===== src/rtl/nand_tcalc_pkg.sv =====
package nand_tcalc_pkg;
  localparam int NUM_FIELDS = 6;
  localparam int CNT_W      = 8;
  localparam int PS_PER_NS  = 1000;

  typedef enum logic [2:0] {
    F_CLR   = 3'd0,
    F_ALE   = 3'd1,
    F_HIZ   = 3'd2,
    F_HOLD  = 3'd3,
    F_WAIT  = 3'd4,
    F_SETUP = 3'd5
  } field_e;

  typedef struct packed {
    logic sub_one;
    logic force_one;
    logic narrow;
  } rule_t;

  function automatic rule_t field_rule(field_e f);
    rule_t r;
    case (f)
      F_CLR, F_ALE:    r = '{sub_one: 1'b1, force_one: 1'b0, narrow: 1'b1};
      F_HIZ:           r = '{sub_one: 1'b0, force_one: 1'b0, narrow: 1'b0};
      F_HOLD:          r = '{sub_one: 1'b0, force_one: 1'b1, narrow: 1'b0};
      F_WAIT, F_SETUP: r = '{sub_one: 1'b1, force_one: 1'b1, narrow: 1'b0};
      default:         r = '{sub_one: 1'b0, force_one: 1'b0, narrow: 1'b0};
    endcase
    return r;
  endfunction
endpackage


===== src/rtl/nand_tcalc_src.sv =====
module nand_tcalc_src
  import nand_tcalc_pkg::*;
#(
  parameter int PS_W      = 20,
  parameter int MIN_RC_PS = 30000
) (
  input  logic [PS_W-1:0]                 trc_i,
  input  logic [PS_W-1:0]                 tar_i,
  input  logic [PS_W-1:0]                 tclr_i,
  input  logic [PS_W-1:0]                 tcs_i,
  input  logic [PS_W-1:0]                 twp_i,
  input  logic [PS_W-1:0]                 tdh_i,
  input  logic [PS_W-1:0]                 tch_i,
  input  logic [PS_W-1:0]                 tclh_i,
  input  logic [PS_W-1:0]                 twh_i,
  input  logic [PS_W-1:0]                 talh_i,
  input  logic [PS_W-1:0]                 treh_i,
  input  logic [PS_W-1:0]                 trp_i,
  input  logic [PS_W-1:0]                 tcea_i,
  input  logic [PS_W-1:0]                 trea_i,
  output logic                            rc_ok_o,
  output logic [NUM_FIELDS-1:0][PS_W-1:0] src_o
);
  localparam int NHOLD = 6;

  logic [PS_W-1:0] hiz_src, acc_src, hold_src, wait_src;
  logic [NHOLD-1:0][PS_W-1:0] hold_set;

  assign hold_set = {tdh_i, tch_i, tclh_i, twh_i, talh_i, treh_i};

  // differences that would go negative clamp to zero
  assign hiz_src  = (tcs_i > twp_i) ? tcs_i - twp_i : '0;
  assign acc_src  = (tcea_i > trea_i) ? tcea_i - trea_i : '0;
  assign wait_src = (trp_i > twp_i) ? trp_i : twp_i;

  always_comb begin
    hold_src = '0;
    for (int k = 0; k < NHOLD; k++)
      if (hold_set[k] > hold_src) hold_src = hold_set[k];
  end

  assign rc_ok_o = trc_i >= PS_W'(MIN_RC_PS);

  always_comb begin
    src_o          = '0;
    src_o[F_CLR]   = tclr_i;
    src_o[F_ALE]   = tar_i;
    src_o[F_HIZ]   = hiz_src;
    src_o[F_HOLD]  = hold_src;
    src_o[F_WAIT]  = wait_src;
    src_o[F_SETUP] = (hiz_src > acc_src) ? hiz_src : acc_src;
  end
endmodule


===== src/rtl/nand_tcalc_div.sv =====
module nand_tcalc_div #(
  parameter int NW = 20,
  parameter int DW = 10
) (
  input  logic          clk_i,
  input  logic          rst_ni,
  input  logic          start_i,
  input  logic [NW-1:0] num_i,
  input  logic [DW-1:0] den_i,
  output logic          done_o,
  output logic [NW-1:0] quot_o
);
  localparam int CW = $clog2(NW + 1);

  logic [DW-1:0] rem_q, den_q;
  logic [NW-1:0] quo_q;
  logic [CW-1:0] cnt_q;
  logic          run_q, done_q;
  logic [DW:0]   shifted;
  logic [DW+1:0] diff;
  logic          borrow;

  assign shifted = {rem_q, quo_q[NW-1]};
  assign diff    = {1'b0, shifted} - {2'b00, den_q};
  assign borrow  = diff[DW+1];

  always_ff @(posedge clk_i or negedge rst_ni) begin
    if (!rst_ni) begin
      rem_q  <= '0;
      den_q  <= '0;
      quo_q  <= '0;
      cnt_q  <= '0;
      run_q  <= 1'b0;
      done_q <= 1'b0;
    end else begin
      done_q <= 1'b0;
      if (start_i && !run_q) begin
        rem_q <= '0;
        den_q <= den_i;
        quo_q <= num_i;
        cnt_q <= '0;
        run_q <= 1'b1;
      end else if (run_q) begin
        rem_q <= borrow ? shifted[DW-1:0] : diff[DW-1:0];
        quo_q <= {quo_q[NW-2:0], ~borrow};
        cnt_q <= cnt_q + 1'b1;
        if (cnt_q == CW'(NW - 1)) begin
          run_q  <= 1'b0;
          done_q <= 1'b1;
        end
      end
    end
  end

  assign done_o = done_q;
  assign quot_o = quo_q;
endmodule


===== src/rtl/nand_tcalc_rule.sv =====
module nand_tcalc_rule
  import nand_tcalc_pkg::*;
#(
  parameter int NW       = 20,
  parameter int NARROW_W = 4
) (
  input  logic [2:0]       field_i,
  input  logic [NW-1:0]    ceil_i,
  output logic [CNT_W-1:0] cnt_o
);
  localparam logic [NW-1:0] NARROW_MAX = NW'((1 << NARROW_W) - 1);
  localparam logic [NW-1:0] WIDE_MAX   = NW'((1 << CNT_W) - 1);

  rule_t         rule;
  logic [NW-1:0] v_sub, v_min, lim;

  assign rule  = field_rule(field_e'(field_i));
  assign v_sub = (rule.sub_one && ceil_i != '0) ? ceil_i - 1'b1 :
                 rule.sub_one ? '0 : ceil_i;
  assign v_min = (rule.force_one && v_sub == '0) ? NW'(1) : v_sub;
  assign lim   = rule.narrow ? NARROW_MAX : WIDE_MAX;
  assign cnt_o = (v_min > lim) ? lim[CNT_W-1:0] : v_min[CNT_W-1:0];
endmodule


===== src/rtl/nand_tcalc.sv =====
module nand_tcalc
  import nand_tcalc_pkg::*;
#(
  parameter int PS_W      = 20,
  parameter int PER_W     = 8,
  parameter int MIN_RC_PS = 30000
) (
  input  logic             clk_i,
  input  logic             rst_ni,
  input  logic             start_i,
  input  logic [PER_W-1:0] period_ns_i,
  input  logic             bus16_i,
  input  logic [PS_W-1:0]  trc_min_i,
  input  logic [PS_W-1:0]  tar_min_i,
  input  logic [PS_W-1:0]  tclr_min_i,
  input  logic [PS_W-1:0]  tcs_min_i,
  input  logic [PS_W-1:0]  twp_min_i,
  input  logic [PS_W-1:0]  tdh_min_i,
  input  logic [PS_W-1:0]  tch_min_i,
  input  logic [PS_W-1:0]  tclh_min_i,
  input  logic [PS_W-1:0]  twh_min_i,
  input  logic [PS_W-1:0]  talh_min_i,
  input  logic [PS_W-1:0]  treh_min_i,
  input  logic [PS_W-1:0]  trp_min_i,
  input  logic [PS_W-1:0]  tcea_max_i,
  input  logic [PS_W-1:0]  trea_max_i,
  output logic             busy_o,
  output logic             done_o,
  output logic             err_o,
  output logic [31:0]      ctrl_word_o,
  output logic [31:0]      tim_word_o
);
  localparam int NW      = PS_W;
  localparam int NS_BITS = $clog2(PS_PER_NS + 1);
  localparam int DW      = (PER_W > NS_BITS) ? PER_W : NS_BITS;
  localparam logic [2:0] LAST_FLD = 3'(NUM_FIELDS - 1);

  typedef enum logic [1:0] {S_IDLE, S_DIV_NS, S_DIV_CK, S_PACK} state_e;

  state_e                          st_q;
  logic [2:0]                      fld_q;
  logic                            go_q, done_q, err_q, bus16_q;
  logic [PER_W-1:0]                per_q;
  logic [NUM_FIELDS-1:0][PS_W-1:0] src_q, src_d;
  logic [NUM_FIELDS-1:0][CNT_W-1:0] cnt_q;
  logic [NW-1:0]                   ns_q, ceil_num, div_num, quot;
  logic [DW-1:0]                   div_den;
  logic                            div_done, rc_ok;
  logic [CNT_W-1:0]                rule_cnt;
  logic [31:0]                     ctrl_q, tim_q;

  nand_tcalc_src #(.PS_W(PS_W), .MIN_RC_PS(MIN_RC_PS)) u_src (
    .trc_i (trc_min_i),  .tar_i (tar_min_i),  .tclr_i(tclr_min_i),
    .tcs_i (tcs_min_i),  .twp_i (twp_min_i),  .tdh_i (tdh_min_i),
    .tch_i (tch_min_i),  .tclh_i(tclh_min_i), .twh_i (twh_min_i),
    .talh_i(talh_min_i), .treh_i(treh_min_i), .trp_i (trp_min_i),
    .tcea_i(tcea_max_i), .trea_i(trea_max_i),
    .rc_ok_o(rc_ok), .src_o(src_d)
  );

  // ceiling by pre-adding divisor-1; zero period falls through to saturation
  assign ceil_num = (per_q == '0) ? ns_q : ns_q + NW'(per_q) - 1'b1;
  assign div_num  = (st_q == S_DIV_NS) ? src_q[fld_q] : ceil_num;
  assign div_den  = (st_q == S_DIV_NS) ? DW'(PS_PER_NS) : DW'(per_q);

  nand_tcalc_div #(.NW(NW), .DW(DW)) u_div (
    .clk_i, .rst_ni,
    .start_i(go_q), .num_i(div_num), .den_i(div_den),
    .done_o(div_done), .quot_o(quot)
  );

  nand_tcalc_rule #(.NW(NW), .NARROW_W(4)) u_rule (
    .field_i(fld_q), .ceil_i(quot), .cnt_o(rule_cnt)
  );

  always_ff @(posedge clk_i or negedge rst_ni) begin
    if (!rst_ni) begin
      st_q    <= S_IDLE;
      fld_q   <= '0;
      go_q    <= 1'b0;
      done_q  <= 1'b0;
      err_q   <= 1'b0;
      bus16_q <= 1'b0;
      per_q   <= '0;
      src_q   <= '0;
      cnt_q   <= '0;
      ns_q    <= '0;
      ctrl_q  <= '0;
      tim_q   <= '0;
    end else begin
      go_q   <= 1'b0;
      done_q <= 1'b0;
      case (st_q)
        S_IDLE: if (start_i) begin
          if (!rc_ok) begin
            done_q <= 1'b1;
            err_q  <= 1'b1;
          end else begin
            err_q   <= 1'b0;
            src_q   <= src_d;
            per_q   <= period_ns_i;
            bus16_q <= bus16_i;
            fld_q   <= '0;
            go_q    <= 1'b1;
            st_q    <= S_DIV_NS;
          end
        end
        S_DIV_NS: if (div_done) begin
          ns_q <= quot;
          go_q <= 1'b1;
          st_q <= S_DIV_CK;
        end
        S_DIV_CK: if (div_done) begin
          cnt_q[fld_q] <= rule_cnt;
          if (fld_q == LAST_FLD) begin
            st_q <= S_PACK;
          end else begin
            fld_q <= fld_q + 1'b1;
            go_q  <= 1'b1;
            st_q  <= S_DIV_NS;
          end
        end
        S_PACK: begin
          tim_q  <= {cnt_q[F_HIZ], cnt_q[F_HOLD], cnt_q[F_WAIT], cnt_q[F_SETUP]};
          ctrl_q <= {15'd0, cnt_q[F_ALE][3:0], cnt_q[F_CLR][3:0], 4'd0,
                     bus16_q, 3'b111, 1'b0};
          done_q <= 1'b1;
          st_q   <= S_IDLE;
        end
        default: st_q <= S_IDLE;
      endcase
    end
  end

  assign busy_o      = st_q != S_IDLE;
  assign done_o      = done_q;
  assign err_o       = err_q;
  assign ctrl_word_o = ctrl_q;
  assign tim_word_o  = tim_q;
endmodule


===== config.mk =====
export PLATFORM = sky130hd
export DESIGN_NAME = nand_tcalc
export DESIGN_NICKNAME = d
export VERILOG_FILES = /design/src/rtl/nand_tcalc_pkg.sv /design/src/rtl/nand_tcalc_src.sv /design/src/rtl/nand_tcalc_div.sv /design/src/rtl/nand_tcalc_rule.sv /design/src/rtl/nand_tcalc.sv
export SDC_FILE = /design/constraint.sdc
export NUM_CORES = 1
export LEC_CHECK = 0
export BUFFER_PORTS_ARGS = -buffer_cell sky130_fd_sc_hd__buf_2
export CORE_MARGIN = 3
export CORE_UTILIZATION = 45
export DETAILED_ROUTE_END_ITERATION = 6
export PLACE_DENSITY = 0.78
export SETUP_SLACK_MARGIN = 0.2
export SLEW_MARGIN = 30
export SYNTH_ARGS = -nofsm -noshare
export SYNTH_HDL_FRONTEND = slang
export SYNTH_SLANG_ARGS = --single-unit
export TNS_END_PERCENT = 5

===== constraint.sdc =====
create_clock -name clk_i -period 3.65 [get_ports clk_i]
set_clock_uncertainty 0.05 [all_clocks]
set_input_delay 0.73 -clock clk_i [delete_from_list [all_inputs] [get_ports clk_i]]
set_output_delay 0.73 -clock clk_i [all_outputs]
set_load 0.005 [all_outputs]

==> results of run 1 <==
[sequential cells by signal, indices dropped and copies added (netlist names), 2 cells and up]
signal,count
st_q,2
u_div.quot_o,20
tim_word_o,32
fld_q,3
u_div.cnt_q,5
per_q,8
src_q,120
ns_q,20
u_div.rem_q,10
u_div.den_q,9
ctrl_word_o,10
cnt_q,40
[power by group through the flow]
stage | sequential (W) | clock [W] | combinational, W
floorplan | 0.00322 | 0 | 0.00209
global placement | 0.00322 | 0 | 0.00386
detailed placement | 0.00322 | 0 | 0.00401
CTS | 0.00316 | 0.00310 | 0.00444
global route | 0.00316 | 0.00322 | 0.00533
finish | 0.00316 | 0.00307 | 0.00493
[repair_timing]
item | CTS | global route
gates cloned | 10 | 0
resized for setup | 149 | 184
endpoints found under the setup margin | 66 | 105
buffers inserted | 35 | 23
endpoints found under the hold margin | 0 | 0
pin swaps | 57 | 80
[synth_stat cells (4+ instances only)]
master | number | share of area [%]
a211o_1 | 24 | 0.98
a211oi_1 | 11 | 0.38
a21o_1 | 58 | 2.0
a21oi_1 | 215 | 5.0
a221o_1 | 10 | 0.47
a221oi_1 | 20 | 0.81
a22o_1 | 13 | 0.53
a31oi_1 | 33 | 0.96
and2_1 | 5 | 0.15
and3_1 | 22 | 0.64
and4_1 | 8 | 0.33
buf_1 | 15 | 0.26
buf_2 | 11 | 0.26
buf_4 | 22 | 0.77
clkbuf_1 | 96 | 1.7
dfrtp_1 | 285 | 33
fa_1 | 4 | 0.37
ha_1 | 229 | 13
inv_1 | 198 | 3.5
mux2_2 | 106 | 5.6
mux2i_1 | 54 | 2.5
nand2_1 | 341 | 6.0
nand2b_1 | 23 | 0.67
nand3_1 | 60 | 1.4
nand3b_1 | 4 | 0.14
nand4_1 | 35 | 1.0
nor2_1 | 157 | 2.7
nor2b_1 | 28 | 0.81
nor3_1 | 54 | 1.3
nor3b_1 | 4 | 0.14
nor4_1 | 12 | 0.35
o211ai_1 | 14 | 0.49
o21a_1 | 16 | 0.56
o21ai_0 | 172 | 4.0
o21ai_1 | 13 | 0.30
o21bai_1 | 10 | 0.35
o31ai_1 | 15 | 0.52
or2_2 | 11 | 0.32
or4_1 | 7 | 0.24
xnor2_1 | 38 | 1.5
xor2_1 | 19 | 0.77
[worst max-delay path, delay by kind of cell]
family | cells | cell delay [ns]
AOI/OAI and AO/OA | 23 | 3.69
adders and majority gates | 5 | 1.12
buffers and inverters | 11 | 1.53
muxes | 1 | 0.27
and+or+nand+nor | 22 | 3.45
[logic make-up after synthesis]
kind of cell    after synthesis  share of synthesized area [%]
flops                       285                           33.2
buf+inv                     345                           6.51
compound gates              664                           19.1
mux                         163                           8.38
fa+ha+maj                   233                           13.7
xor+xnor                     57                           2.32
other cells                   1                         0.0174
simple gates                784                           16.8
[per-stage QoR]
step / cells / hold WS [ns] / area, µm²
3_3_place_gp: 3811 / 0.407 / 27300
3_5_place_dp: 3811 / 0.412 / 27300
4_1_cts: 3908 / 0.146 / 29200
2_1_floorplan: 2551 / 0.384 / 22000
6_report: 3939 / 0.108 / 30300
5_1_grt: 3939 / 0.157 / 30300
[cells in the final DEF (no fill, tap or decap), types with 15 or more instances in the layout]
cell       instances
buf_4            494
nand2_1          334
buf_2            314
dfrtp_1          285
ha_1             192
inv_1            173
a21oi_1          145
nor2_1           139
o21ai_0          132
mux2_2           103
a21o_1            58
a21oi_2           49
nand3_1           49
mux2i_1           46
nor3_1            42
buf_6             40
o21ai_1           39
xnor2_1           38
ha_4              36
nand4_1           35
a31oi_1           29
clkbuf_16         29
nor2b_1           26
a211o_1           23
nand2b_1          22
inv_2             21
a21oi_4           21
conb_1            20
xor2_1            19
a221oi_1          18
o21a_1            15
o31ai_1           15
and3_1            15
[worst paths after layout]
path	from	slack [ns]	to
max in group asynchronous	rst_ni	2.43	src_q[63]$_DFFE_PN0P_
worst max register to register	ns_q[1]$_DFFE_PN0P_	0.10	u_div.quot_o[19]$_DFFE_PN0P_
worst min register to register	src_q[114]$_DFFE_PN0P_	0.43	src_q[114]$_DFFE_PN0P_
worst min-delay path	rst_ni	0.11	u_div.rem_q[4]$_DFFE_PN0P_
worst max-delay path	treh_min_i[7]	-6.73	src_q[60]$_DFFE_PN0P_
min in group clk_i	tclr_min_i[2]	0.31	src_q[2]$_DFFE_PN0P_
[routing by layer]
metal  up-vias  part of all wire (%)
met5         -                 0.057
met4         6                   4.5
met3       211                   5.1
met2       724                    50
met1     10700                    41
li1      10500                     -
[layout make-up]
| type | instances | area [µm²] |
|---|---|---|
| Antenna cell | 7 | 17.5 |
| Clock buffer | 35 | 768 |
| Clock inverter | 17 | 201 |
| Fill cell | 3692 | 16500 |
| Inverter | 200 | 771 |
| Multi-Input combinational cell | 1926 | 14700 |
| Sequential cell | 285 | 7130 |
| Tap cell | 607 | 759 |
| Timing Repair Buffer | 862 | 6010 |
==> impl_metrics.ini, run 1 <==
[power]
total_power_w = 0.0112
powerDensity_nw_per_um2 = 368
seq_power_share_pct = 28.3
p_sw_w = 0.00371
vdd_drop_max_uv = 316
p_clk_share_pct = 27.5
combPwrFrac_pct = 44.2
netSwitchingFraction_pct = 33.3
p_int_w = 0.00745
total_leakage_power_nw = 15.5

[detailed_routing]
ant_nets = 0
vias = 22100
wl_mm = 73.2
drcViolationCount = 0
viasPerCell = 5.61
first_iter_violations = 1533
wire_per_inst_um = 18.6
drt_first_pass_iters = 5

[sta]
rsz0062_at_grt = true
setup_tns_ns = -165.07
min_period_ns = 10.38
post-route-period-util_pct = 284
max_freq_ghz = 0.0964
hold_violations = 0
finalMaxSlewViolations = 0
slew_headroom_pct = 36.0
finalSetupViolCount = 40
worst_slack_ns = -6.73
tightest_slew_ns = 0.959

[global_routing]
grt.met3_usage_pct = 3.45
antenna_found_initial = 10
grt_start_max_net_pins = 92
grt_pass1_wl_mm = 113
grt_use_total_pct = 27.3
grt_overflow_total = 0
grt_pass1_vias = 22300
grt_use_met1_pct = 34.3
top_usage_layer = met2
use_met2_pct = 48.0

[finish]
nets = 3829
layout-drive-gt1-share_pct = 38.8
area_growth_pct = 41.0
utilization_pct = 64.7

[setup_path]
cp-end-kind = flip-flop
cp.arrival_ns = 10.79
crit_type = primary input to flip-flop
required_ns = 4.06
critPathLaunchType = primary input
cp_common_cell = a21oi_2
r2r_cells = 18
crit_slowest_cell = or4_4
slowest_delay_ns = 0.51
path_max_fanout = 6

[logic_synthesis]
synth_seq_area_share_pct = 33.2
syn_avg_cell_area_um2 = 8.49
syn_inst = 2532
ys_warn_count = 0
async_reset_ff_share_pct = 100
syn_area_um2 = 21500
yosysUniqueCellTypes = 76
synth_seq_cells = 285
synth_edf_count = 0
synth_top_flop_cell = dfrtp_1

[placement]
dp_hpwl_mm = 56.1
globalplace.congestion = 0.961
dp_slack_ns = -7.41
io_buffers = 334

[floorplanning]
core_area_um2 = 46900
start_util_pct = 45.9
rows = 79
die_w_um = 225
dieArea_um2 = 50400
die_h_um = 225
ioPinCount = 359

[clocking]
clockBufferDepth = 3
clock_latency_ns = 0.57
cts_buffers = 29
htree_levels = 1
cts_root_buffer = clkbuf_16
clock_sinks = 285
holdBufCountCts = 0
cts.clk_slew.worst_paths_ns = 0.07
cts_tree = done

[hold_path]
hold_class = primary input to async pin

[outcome]
violations = setup timing
status = finished, violations left

[run]
drv_cap = 0
Note: power is estimated with default switching activity, not from simulation.
==> run 2, diff against run 1 <==
Settings changed: CAP_MARGIN from default to 20, CORE_MARGIN 3 to default, CORE_UTILIZATION 45 to 30, PLACE_DENSITY 0.78 to 0.59.
==> impl_metrics.ini, run 2 (synthesized netlist as in run 1, its figures left out) <==
[finish]
layout-drive-gt1-share_pct = 38.4
largest_register = src_q
area_growth_pct = 43.0
largest_register_ffs = 120
nFillCells = 6974
final_cells = 4315
ff_latch_area_um2 = 7130
nets = 3858
final_common_cell = buf_4
final_area_um2 = 30800
final_cell_mix = 532 x buf_4, 338 x nand2_1, 317 x buf_2, 284 x dfrtp_1, 201 x ha_1
multi_input_area_um2 = 14300

[clocking]
clockBufferDepth = 3
clock_latency_ns = 0.60
cts_root_buffer = clkbuf_16
cts.clk_slew.worst_paths_ns = 0.07
cts_tree = done
clock_sinks = 285
htree_levels = 1
cts_buffers = 30

[detailed_routing]
first_iter_violations = 1439
ant_nets = 0
vias = 21200
drcViolationCount = 0
wire_per_inst_um = 16.9
viasPerCell = 4.90
wl_mm = 72.8
drt_first_pass_iters = 5

[setup_path]
cp_common_cell = buf_6
r2r_cells = 18
critPathLaunchType = primary input
crit_slowest_cell = or4_4
slowest_delay_ns = 0.51
path_max_fanout = 8
crit_type = primary input to flip-flop
cp-end-kind = flip-flop
required_ns = 4.05
cp.arrival_ns = 10.69

[sta]
slew_headroom_pct = 42.8
worst_slack_ns = -6.64
finalSetupViolCount = 40
min_period_ns = 10.29
max_freq_ghz = 0.0972
rsz0062_at_grt = true
finalMaxSlewViolations = 0
tightest_slew_ns = 0.851
hold_violations = 0
post-route-period-util_pct = 282

[placement]
dp_cells = 4171
io_buffers = 334
place_area_um2 = 28000
globalplace.congestion = 0.882
dp_hpwl_mm = 56.4
dp_slack_ns = -7.11

[run]
drv_cap = 0

[power]
p_clk_share_pct = 29.0
total_leakage_power_nw = 15.6
vdd_drop_max_uv = 356
combPwrFrac_pct = 42.7
p_int_w = 0.00756
seq_power_share_pct = 28.4
netSwitchingFraction_pct = 32.0
powerDensity_nw_per_um2 = 362
p_sw_w = 0.00357

[global_routing]
top_usage_layer = met2
grt_overflow_total = 0
grt_pass1_wl_mm = 113
grt_use_met1_pct = 25.3
grt.met3_usage_pct = 2.59
use_met2_pct = 33.0
grt_use_total_pct = 19.3
grt_start_max_net_pins = 93
antenna_found_initial = 25
grt_pass1_vias = 20900

[floorplanning]
die_w_um = 270
start_util_pct = 30.5
dieArea_um2 = 72700
rows = 97
ioPinCount = 359
core_area_um2 = 70500
die_h_um = 270

[outcome]
violations = setup timing
status = finished, violations left

[hold_path]
hold_class = primary input to async pin
## run 2: critical path: cells and delay by family
family                   cells  cell delay [ns]
AND/OR/NAND/NOR             24             3.85
adder cells (fa/ha/maj)      5             1.20
buffers and inverters       13             1.81
AO/OA/AOI/OAI               16             2.77
multiplexers                 1             0.29
## run 2: layout make-up
class                   instances  area share (%)
clock inverters                18           0.785
diodes                         20           0.163
well taps                     940            3.82
multi-input cells            1924            46.7
inverters                     200            2.53
flip-flops and latches        285            23.2
repair buffers                892            20.3
clock buffers                  36            2.58
## run 2: final timing paths
| kind | start | end | slack (ns) |
|---|---|---|---|
| setup / recovery | treh_min_i[7] | src_q[72]$_DFFE_PN0P_ | -6.64 |
| hold / removal | rst_ni | u_div.rem_q[6]$_DFFE_PN0P_ | 0.10 |
| setup reg to reg | ns_q[1]$_DFFE_PN0P_ | u_div.quot_o[19]$_DFFE_PN0P_ | 0.19 |
| hold reg to reg | src_q[103]$_DFFE_PN0P_ | src_q[103]$_DFFE_PN0P_ | 0.42 |
| max in group asynchronous | rst_ni | tim_word_o[18]$_DFFE_PN0P_ | 2.50 |
| min in group clk_i | bus16_i | bus16_q$_DFFE_PN0P_ | 0.28 |
## run 2: routing by layer
layer  vias to the layer above  wire length, µm
met5                         -               27
met4                         6             2010
met3                       106             2900
met2                       416            35200
met1                     10100            32700
li1                      10600                -
## run 2: per-stage QoR
step	setup TNS, ns	util [%]	power [W]	hold slack (ns)
after floorplan	-177.94	-	0.00531	0.384
after global placement	-190.83	39.6	0.00722	0.405
after detailed placement	-196.92	39.7	0.00727	0.408
after CTS	-156.56	42.7	0.0110	0.130
after global routing	-180.60	43.6	0.0118	0.134
final	-165.91	43.6	0.0111	0.101
## run 2: power by group through the flow
| stage | logic, W | registers (W) | clock network, W |
|---|---|---|---|
| floorplan | 0.00209 | 0.00322 | 0 |
| global placement | 0.00401 | 0.00322 | 0 |
| detailed placement | 0.00405 | 0.00322 | 0 |
| CTS | 0.00452 | 0.00316 | 0.00329 |
| global route | 0.00519 | 0.00316 | 0.00342 |
| finish | 0.00475 | 0.00316 | 0.00322 |
## run 2: repair_timing
action | in CTS | in global routing
buffers inserted | 48 | 15
hold buffers | 0 | 0
resized for setup | 143 | 97
cloned | 5 | 2
pin swaps | 43 | 52
endpoints found under the setup margin | 66 | 118
